## src/rtl/kl_wdt_pkg.sv

```systemverilog
package kl_wdt_pkg;
  localparam int unsigned OFF_LOAD_LO = 8'h00;
  localparam int unsigned OFF_LOAD_HI = 8'h04;
  localparam int unsigned OFF_CTRL    = 8'h08;
  localparam int unsigned OFF_LOCK    = 8'h20;

  localparam int unsigned BIT_RUN   = 1;
  localparam int unsigned BIT_NEW   = 2;
  localparam int unsigned BIT_RSTEN = 3;

  typedef enum logic [2:0] {
    SEL_NONE,
    SEL_LOAD_LO,
    SEL_LOAD_HI,
    SEL_CTRL,
    SEL_LOCK
  } reg_sel_e;
endpackage

```

## src/rtl/kl_wdt_lock.sv

```systemverilog
module kl_wdt_lock #(
  parameter int unsigned DATA_W = 16,
  parameter logic [DATA_W-1:0] KEY_VAL = 16'hE551
) (
  input  logic              clk,
  input  logic              rst_n,
  input  logic              lock_wr,
  input  logic [DATA_W-1:0] wdata,
  output logic              locked
);
  logic key_match;
  assign key_match = (wdata == KEY_VAL);

  always_ff @(posedge clk or negedge rst_n) begin
    if (!rst_n)       locked <= 1'b1;
    else if (lock_wr) locked <= !key_match;
  end
endmodule

```

## src/rtl/kl_wdt_regs.sv

```systemverilog
module kl_wdt_regs
  import kl_wdt_pkg::*;
#(
  parameter int unsigned DATA_W = 16,
  localparam int unsigned CNT_W = 2 * DATA_W
) (
  input  logic              clk,
  input  logic              rst_n,
  input  logic              wr,
  input  reg_sel_e          sel,
  input  logic [DATA_W-1:0] wdata,
  output logic [CNT_W-1:0]  load_val,
  output logic              run_q,
  output logic              rst_en_q,
  output logic              load_strobe
);
  logic [1:0][DATA_W-1:0] half_q;
  logic [1:0]             half_sel;

  assign half_sel[0] = (sel == SEL_LOAD_LO);
  assign half_sel[1] = (sel == SEL_LOAD_HI);

  for (genvar h = 0; h < 2; h++) begin : g_half
    always_ff @(posedge clk or negedge rst_n) begin
      if (!rst_n)                half_q[h] <= '0;
      else if (wr && half_sel[h]) half_q[h] <= wdata;
    end
  end

  assign load_val = half_q;

  logic ctl_wr;
  assign ctl_wr = wr && (sel == SEL_CTRL);

  always_ff @(posedge clk or negedge rst_n) begin
    if (!rst_n) begin
      run_q    <= 1'b0;
      rst_en_q <= 1'b0;
    end else if (ctl_wr) begin
      run_q    <= wdata[BIT_RUN];
      rst_en_q <= wdata[BIT_RSTEN];
    end
  end

  assign load_strobe = ctl_wr && (wdata[BIT_NEW] || (wdata[BIT_RUN] && !run_q));
endmodule

```

## src/rtl/kl_wdt_count.sv

```systemverilog
module kl_wdt_count #(
  parameter int unsigned CNT_W = 32
) (
  input  logic             clk,
  input  logic             rst_n,
  input  logic             load_strobe,
  input  logic [CNT_W-1:0] load_val,
  input  logic             run,
  input  logic             rst_en,
  input  logic             tick,
  input  logic             work_en,
  output logic [CNT_W-1:0] count,
  output logic             reset_req
);
  logic step, at_end, expire;

  assign step   = run && work_en && tick && !load_strobe;
  assign at_end = (count <= CNT_W'(1));
  assign expire = step && at_end;

  always_ff @(posedge clk or negedge rst_n) begin
    if (!rst_n)                      count <= '0;
    else if (load_strobe)            count <= load_val;
    else if (step && count != '0)    count <= count - 1'b1;
  end

  always_ff @(posedge clk or negedge rst_n) begin
    if (!rst_n)                 reset_req <= 1'b0;
    else if (expire && rst_en)  reset_req <= 1'b1;
  end
endmodule

```

## src/rtl/kl_wdt.sv

```systemverilog
module kl_wdt
  import kl_wdt_pkg::*;
#(
  parameter int unsigned ADDR_W = 8,
  parameter int unsigned DATA_W = 16,
  parameter logic [DATA_W-1:0] KEY_VAL = 16'hE551,
  localparam int unsigned CNT_W = 2 * DATA_W
) (
  input  logic              clk,
  input  logic              rst_n,
  input  logic              tick_32k,
  input  logic              intf_enable,
  input  logic              work_enable,
  input  logic              bus_wr,
  input  logic [ADDR_W-1:0] bus_addr,
  input  logic [DATA_W-1:0] bus_wdata,
  output logic [DATA_W-1:0] bus_rdata,
  output logic              reset_req
);
  reg_sel_e         sel;
  logic             locked;
  logic             acc_wr, lock_wr, reg_wr;
  logic [CNT_W-1:0] load_val, count;
  logic             run_q, rst_en_q, load_strobe;

  always_comb begin
    case (bus_addr)
      ADDR_W'(OFF_LOAD_LO): sel = SEL_LOAD_LO;
      ADDR_W'(OFF_LOAD_HI): sel = SEL_LOAD_HI;
      ADDR_W'(OFF_CTRL):    sel = SEL_CTRL;
      ADDR_W'(OFF_LOCK):    sel = SEL_LOCK;
      default:              sel = SEL_NONE;
    endcase
  end

  assign acc_wr  = bus_wr && intf_enable;
  assign lock_wr = acc_wr && (sel == SEL_LOCK);
  assign reg_wr  = acc_wr && !locked;

  kl_wdt_lock #(.DATA_W(DATA_W), .KEY_VAL(KEY_VAL)) u_lock (
    .clk     (clk),
    .rst_n   (rst_n),
    .lock_wr (lock_wr),
    .wdata   (bus_wdata),
    .locked  (locked)
  );

  kl_wdt_regs #(.DATA_W(DATA_W)) u_regs (
    .clk         (clk),
    .rst_n       (rst_n),
    .wr          (reg_wr),
    .sel         (sel),
    .wdata       (bus_wdata),
    .load_val    (load_val),
    .run_q       (run_q),
    .rst_en_q    (rst_en_q),
    .load_strobe (load_strobe)
  );

  kl_wdt_count #(.CNT_W(CNT_W)) u_count (
    .clk         (clk),
    .rst_n       (rst_n),
    .load_strobe (load_strobe),
    .load_val    (load_val),
    .run         (run_q),
    .rst_en      (rst_en_q),
    .tick        (tick_32k),
    .work_en     (work_enable),
    .count       (count),
    .reset_req   (reset_req)
  );

  always_comb begin
    bus_rdata = '0;
    if (intf_enable) begin
      case (sel)
        SEL_LOAD_LO: bus_rdata = load_val[DATA_W-1:0];
        SEL_LOAD_HI: bus_rdata = load_val[CNT_W-1:DATA_W];
        SEL_CTRL: begin
          bus_rdata[BIT_RUN]   = run_q;
          bus_rdata[BIT_RSTEN] = rst_en_q;
        end
        SEL_LOCK:    bus_rdata[0] = locked;
        default:     bus_rdata = '0;
      endcase
    end
  end
endmodule

```

## config.mk

```make
export PLATFORM = sky130hd
export DESIGN_NAME = kl_wdt
export DESIGN_NICKNAME = d
export VERILOG_FILES = /design/src/rtl/kl_wdt_pkg.sv /design/src/rtl/kl_wdt_lock.sv /design/src/rtl/kl_wdt_regs.sv /design/src/rtl/kl_wdt_count.sv /design/src/rtl/kl_wdt.sv
export SDC_FILE = /design/constraint.sdc
export NUM_CORES = 1
export LEC_CHECK = 0
export BUFFER_PORTS_ARGS = -buffer_cell sky130_fd_sc_hd__buf_2
export CORE_MARGIN = 2
export CORE_UTILIZATION = 53
export DETAILED_ROUTE_END_ITERATION = 10
export HOLD_SLACK_MARGIN = 0.02
export MAX_ROUTING_LAYER = met4
export PLACE_DENSITY = 0.79
export SYNTH_ARGS = -nofsm -noshare
export SYNTH_HDL_FRONTEND = slang
export SYNTH_HIERARCHICAL = 1
export SYNTH_SLANG_ARGS = --single-unit
```

## constraint.sdc

```tcl
create_clock -name clk -period 2.35 [get_ports clk]
set_input_delay 0.1175 -clock clk [delete_from_list [all_inputs] [get_ports clk]]
set_output_delay 0.1175 -clock clk [all_outputs]
set_load 0.01 [all_outputs]
```

### Word level (Yosys, flattened, before mapping)

Index checks and enable logic that the tools add are counted.

| word-level totals | value |
|---|---|
| register bits | 68 |
| input port bits | 30 |
| output and inout port bits | 17 |
| word-level logic and storage cells | 48 |

| cells by class | value |
|---|---|
| add/sub/neg operators | 1 |
| order comparisons | 1 |
| eq/ne operators | 8 |
| muxes and demuxes | 9 |
| reduce and logical (&&, ||, !) cells | 22 |

Operators by type and width:

| kind | count |
|---|---|
| 32-bit 2-to-1 mux | 2 |
| 32-bit by 1-bit less-or-equal comparator with 1-bit output (second input constant) | 1 |
| 32-bit nonzero test | 1 |
| 32-bit by 1-bit subtractor with 32-bit output (second input constant) | 1 |
| 12-bit one-hot mux with 2 select lines | 1 |
| 16-bit equality test (second input constant) | 1 |
| 16-bit 2-to-1 mux | 1 |
| 1-bit logical AND | 14 |
| 3-bit one-hot mux with 4 select lines | 1 |
| 1-bit one-hot mux with 3 select lines | 3 |
| 8-bit by 3-bit equality test with 1-bit output (second input constant) | 1 |
| 8-bit by 4-bit equality test with 1-bit output (second input constant) | 1 |
| 8-bit by 6-bit equality test with 1-bit output (second input constant) | 1 |
| 8-bit zero test | 1 |
| 3-bit by 2-bit equality test with 1-bit output (second input constant) | 2 |
| 1-bit zero test | 4 |
| 3-bit by 1-bit equality test with 1-bit output (second input constant) | 1 |
| 3-bit equality test (second input constant) | 1 |
| 1-bit one-hot mux with 2 select lines | 1 |
| 2-bit nonzero test | 1 |
| 1-bit logical OR | 1 |

### Depth between registers and ports, before layout

| depth | value |
|---|---|
| depth after elaboration | 10 |
| mapped depth | 11 |
| mapped depth without buffers | 9 |

### Cells and area by module

The synthesis kept the hierarchy.

By module, submodules not included:

| module | instances | cells an instance | area each (µm²) | sequential area each (µm²) |
|---|---|---|---|---|
| kl_wdt_count | 1 | 236 | 2,068.2 | 825.8 |
| kl_wdt_regs | 1 | 78 | 1,420.1 | 850.8 |
| kl_wdt | 1 | 55 | 395.4 | 0.0 |
| kl_wdt_lock | 1 | 8 | 90.1 | 26.3 |

### Worst setup path after synthesis

No wires, ideal clock.

| timing | value |
|---|---|
| path kind | register to register |
| from | register u_count.count[12] |
| to | register u_count.count[21] |
| setup time | 0.070 ns |
| arrival | 2.023 ns |
| required time | 2.280 ns |
| setup slack | 0.257 ns |
| cell stages (with the launch flop) | 6 |
| path buffers | 0 |
| clock period less this slack | 2.093 ns |
| path through | dfrtp_1 or4_4 nor3_4 o211ai_2 or4b_1 nand3_1 |

| between the ends | value |
|---|---|
| word-level cells in the longest chain between the ends | 3 |
| elaborated cells on any way between the ends | 6 |
| classes of those cells | add/sub: 1; mux: 2; reduce/logical: 3 |

RTL lines:

| what | line | text |
|---|---|---|
| from (decl) | kl_wdt_count.sv:12 | `output logic [CNT_W-1:0] count,` |
| from (signal assigned) | kl_wdt_count.sv:23 | `else if (load_strobe) count <= load_val;` |
| from (signal assigned) | kl_wdt_count.sv:24 | `else if (step && count != '0) count <= count - 1'b1;` |
| 32-bit by 1-bit subtractor with 32-bit output / 32-bit nonzero test (equally long branches) | kl_wdt_count.sv:24 |  |
| 32-bit 2-to-1 mux / 1-bit logical AND (equally long branches) | kl_wdt_count.sv:24 |  |
| 32-bit 2-to-1 mux / 2-bit nonzero test (equally long branches) | -- |  |

Parallel ways exist; a longest one is shown, timed or not. The select of a mux whose other input is x is not followed.
A chain may end at the register's enable or synchronous reset.

### Final worst setup path

| timing | value |
|---|---|
| from | register u_count.count[14] |
| to | register u_count.count[21] |

The elaborated chain is that of the path after synthesis.

==> impl_metrics.env <==
export IMPL_final_setup_viol_count=0
export IMPL_synth_sequential_area_ratio=0.429
export IMPL_critPathSlowestCell="sky130_fd_sc_hd__or4_1"
export IMPL_core_area_sq_um=7250
export IMPL_final_min_clock_period_ns=2.25
export IMPL_layout_cell_area_non_filler_sq_um=4670
export IMPL_synthTopCellsByCount="sky130_fd_sc_hd__dfrtp_1, sky130_fd_sc_hd__nor2_1, sky130_fd_sc_hd__nand2_1, sky130_fd_sc_hd__mux2_4, sky130_fd_sc_hd__nand3_1"
export IMPL_htree_num_levels=3
export IMPL_worst_endpoint_arrival_ns=2.54
export IMPL_reg2reg_setup_slack_ns=0.10
export IMPL_unrepaired_setup_endpoints_after_global_routing="false"
export IMPL_critPathBufInv=1
export IMPL_report_final_hold_viol_count=0
export IMPL_power_report_internal_total_mw=1.88
export IMPL_totalPowerFinal_mw=2.48
export IMPL_power_leakage_nw=2.23
export IMPL_clk_latency_ns=0.35
export IMPL_maxCapViolCount=0
export IMPL_yosys_top_cells_area="sky130_fd_sc_hd__dfrtp_1, sky130_fd_sc_hd__mux2_4, sky130_fd_sc_hd__mux2_2, sky130_fd_sc_hd__mux2i_1, sky130_fd_sc_hd__nor2_1"
export IMPL_first_pass_iters=5
export IMPL_timing_critical_path_depth=6
export IMPL_placed_cells=520
export IMPL_outcome="finished clean"
export IMPL_clock_sinks=68
export IMPL_num_vias=3370
export IMPL_synthDominantAreaCellType="sky130_fd_sc_hd__dfrtp_1"
export IMPL_clk_transition_reported_paths_ns=0.08
export IMPL_instances_no_fill=544
export IMPL_nFillCells=576
export IMPL_synth_main_ff_cell="sky130_fd_sc_hd__dfrtp_1"
export IMPL_critical_path_max_stage_delay_ns=0.59
export IMPL_maximum_number_of_buffers_from_clock_root_to_sink=2
export IMPL_gp_congestion=0.961
export IMPL_r2r_worst_path_cells=6
export IMPL_syn_instance_count=377
export IMPL_initial_core_util=0.548
export IMPL_worstSetupStartpoint="u_count/count[14]"
export IMPL_critical_path_class="register to register"
export IMPL_timing_critical_path_to="u_count/count[21]"
export IMPL_switching_share=0.241
export IMPL_skew_ns=0.0113
export IMPL_final_net_count=473
export IMPL_initialDrtViolationCount=283
export IMPL_post_route_drc_count=0
export IMPL_fmax_ghz=0.445
export IMPL_path_delay_family="simple AND/OR/NAND/NOR gates"
export IMPL_r2r_end="u_count/count[21]"
export IMPL_detail_route_wl_per_cell_um=18.9
export IMPL_timing_rr_start="u_count/count[14]"
export IMPL_die_w_um=90.6
export IMPL_clock_power_share=0.440
export IMPL_synth_cell_area_sq_um=3970
export IMPL_grt_max_degree=46
export IMPL_placement_cell_area_sq_um=4340
export IMPL_timing_hold_worst_start="bus_wdata[15]"
export IMPL_worst_slew_pin_slew_ns=0.594
export IMPL_number_of_global_route_vias_before_repair=3290
export IMPL_max_vdd_ir_drop_uv=379
export IMPL_share_seq_of_total_power=0.495
export IMPL_timing_critical_path_cells="or4_1, nor3_4, buf_12, o211ai_2, or4b_1, nand3_1"
export IMPL_synth_cell_type_count=62
export IMPL_ant_nets=0
export IMPL_dieArea_sq_um=8210
export IMPL_tritoncts="built"
export IMPL_cts_inserted_buffers=9
export IMPL_endpoint_kind="register"
export IMPL_area_delta_synth_final_pct=17.5
export IMPL_die_h_um=90.6
export IMPL_synth_seq_cells=68
export IMPL_max_slew_headroom_at_the_worst_pin=0.604
export IMPL_hpwl_after_detailed_placement_mm=7.36
export IMPL_synth_avg_cell_area_sq_um=10.5
export IMPL_wire_length_of_the_first_global_routing_pass_mm=17.0
export IMPL_routed_wl_mm=10.3
export IMPL_number_of_antenna_violations_at_the_first_check_in_global_routing=0
export IMPL_min_period_over_period=0.956
export IMPL_antenna_cells=0
export IMPL_io_pins=47
export IMPL_layout_drive_gt1_share=0.303
export IMPL_total_switching_power_mw=0.597
export IMPL_synthesis_yosys_warnings=6
export IMPL_numPortBuffers=46
export IMPL_grt_ovfl_total=0
export IMPL_asyncSetResetFlopFracSynth=1.00
export IMPL_synthMostInstantiatedCell="sky130_fd_sc_hd__dfrtp_1"
export IMPL_synth_edff_count=0
export IMPL_slew_viol_final=0
export IMPL_p_comb_frac=0.064
export IMPL_cp_max_fo=9
export IMPL_net_count_after_synthesis=410
export IMPL_fin_setup_tns_ns=0
export IMPL_power_density_nw_per_um2=531
export IMPL_clk_root_buffer_cell="sky130_fd_sc_hd__clkbuf_8"
export IMPL_setup_worst_path_start_class="register"
export IMPL_grt_use_total=0.271
export IMPL_timing_critical_path_required_ns=2.64
export IMPL_holdCritPathClass="input pin to register"
export IMPL_netlist_area_leader_share=0.422
export IMPL_detail_route_vias_per_cell=6.19
export IMPL_floorplan_rows=31
-- state kept, by name, indices dropped and copies added, names as in the netlist --
| signal | flops |
|---|---|
| u_count/reset_req | 1 |
| u_count/count | 32 |
| u_regs/load_val | 32 |
| u_regs/rst_en_q | 1 |
| u_lock/locked | 1 |
| u_regs/run_q | 1 |
-- cells by family after synthesis --
kind of cell	after synthesis	share of synthesized area
simple gates	167	0.250
flops	68	0.429
compound gates	59	0.103
mux	51	0.158
buf+inv	24	0.0390
xor+xnor	5	0.0110
fa+ha+maj	3	0.00945
-- how the worst min path moves through the flow --
stage,endpoint,slack [ns],depth (start not counted)
final,u_regs/load_val[15],0.04,2
after global routing,u_regs/load_val[7],0.03,2
after CTS,u_regs/load_val[22],0.03,2
after detailed placement,u_count/count[10],0.17,1
after global placement,u_count/count[10],0.15,1
after floorplan,u_count/count[0],-0.18,0
-- layer usage --
layer  track usage  wire [um]
met1         0.344       4380
met2         0.424       4950
met3        0.0551        751
met4         0.115        216
met5             -          0
-- metrics by stage --
step | hold WS (ns) | setup WS, ns | utilization
detailed placement | 0.167 | -0.00975 | 0.599
floorplan | -0.178 | 0.257 | -
global placement | 0.145 | 0.109 | 0.599
CTS | 0.0270 | 0.0311 | 0.639
finish | 0.0399 | 0.103 | 0.644
global route | 0.0307 | 0.000327 | 0.644
-- placed cells by master, fill, tap and decap left out, types with 9 or more instances in the layout --
master and count:
sky130_fd_sc_hd__dfrtp_1 67, sky130_fd_sc_hd__buf_2 46, sky130_fd_sc_hd__nor2_1 38, sky130_fd_sc_hd__nand2_1 28
sky130_fd_sc_hd__mux2_4 20, sky130_fd_sc_hd__nand3_1 19, sky130_fd_sc_hd__mux2i_1 16, sky130_fd_sc_hd__buf_4 15
sky130_fd_sc_hd__mux2_2 15, sky130_fd_sc_hd__a31oi_1 14, sky130_fd_sc_hd__or4_1 13, sky130_fd_sc_hd__or3_1 12
sky130_fd_sc_hd__clkbuf_8 9
-- what timing repair did --
action                                  in CTS  in global routing
buffers inserted                             0                  2
gates resized for setup                      1                  1
endpoints found under the setup margin       1                  7
hold endpoints to repair                    32                  0
hold buffers                                 6                  0
pin swaps                                    0                  3
-- power by group through the flow --
| stage | registers, mW | logic (mW) | clock network (mW) |
|---|---|---|---|
| 6_report | 1.23 | 0.160 | 1.09 |
| 5_1_grt | 1.23 | 0.175 | 1.15 |
| 4_1_cts | 1.23 | 0.160 | 1.10 |
| 3_5_place_dp | 1.25 | 0.153 | 0 |
| 3_3_place_gp | 1.25 | 0.146 | 0 |
| 2_1_floorplan | 1.24 | 0.0730 | 0 |
-- final cells by class --
type / count / area [sq um] / area share
clock buffers: 9 / 124 / 0.0265
repair buffers: 70 / 463 / 0.0991
well taps: 99 / 124 / 0.0265
inverters: 6 / 22.5 / 0.00482
multi-input cells: 285 / 2130 / 0.457
clock inverters: 7 / 98.8 / 0.0212
flip-flops and latches: 68 / 1700 / 0.365
Power figures use the tool's default switching activity.
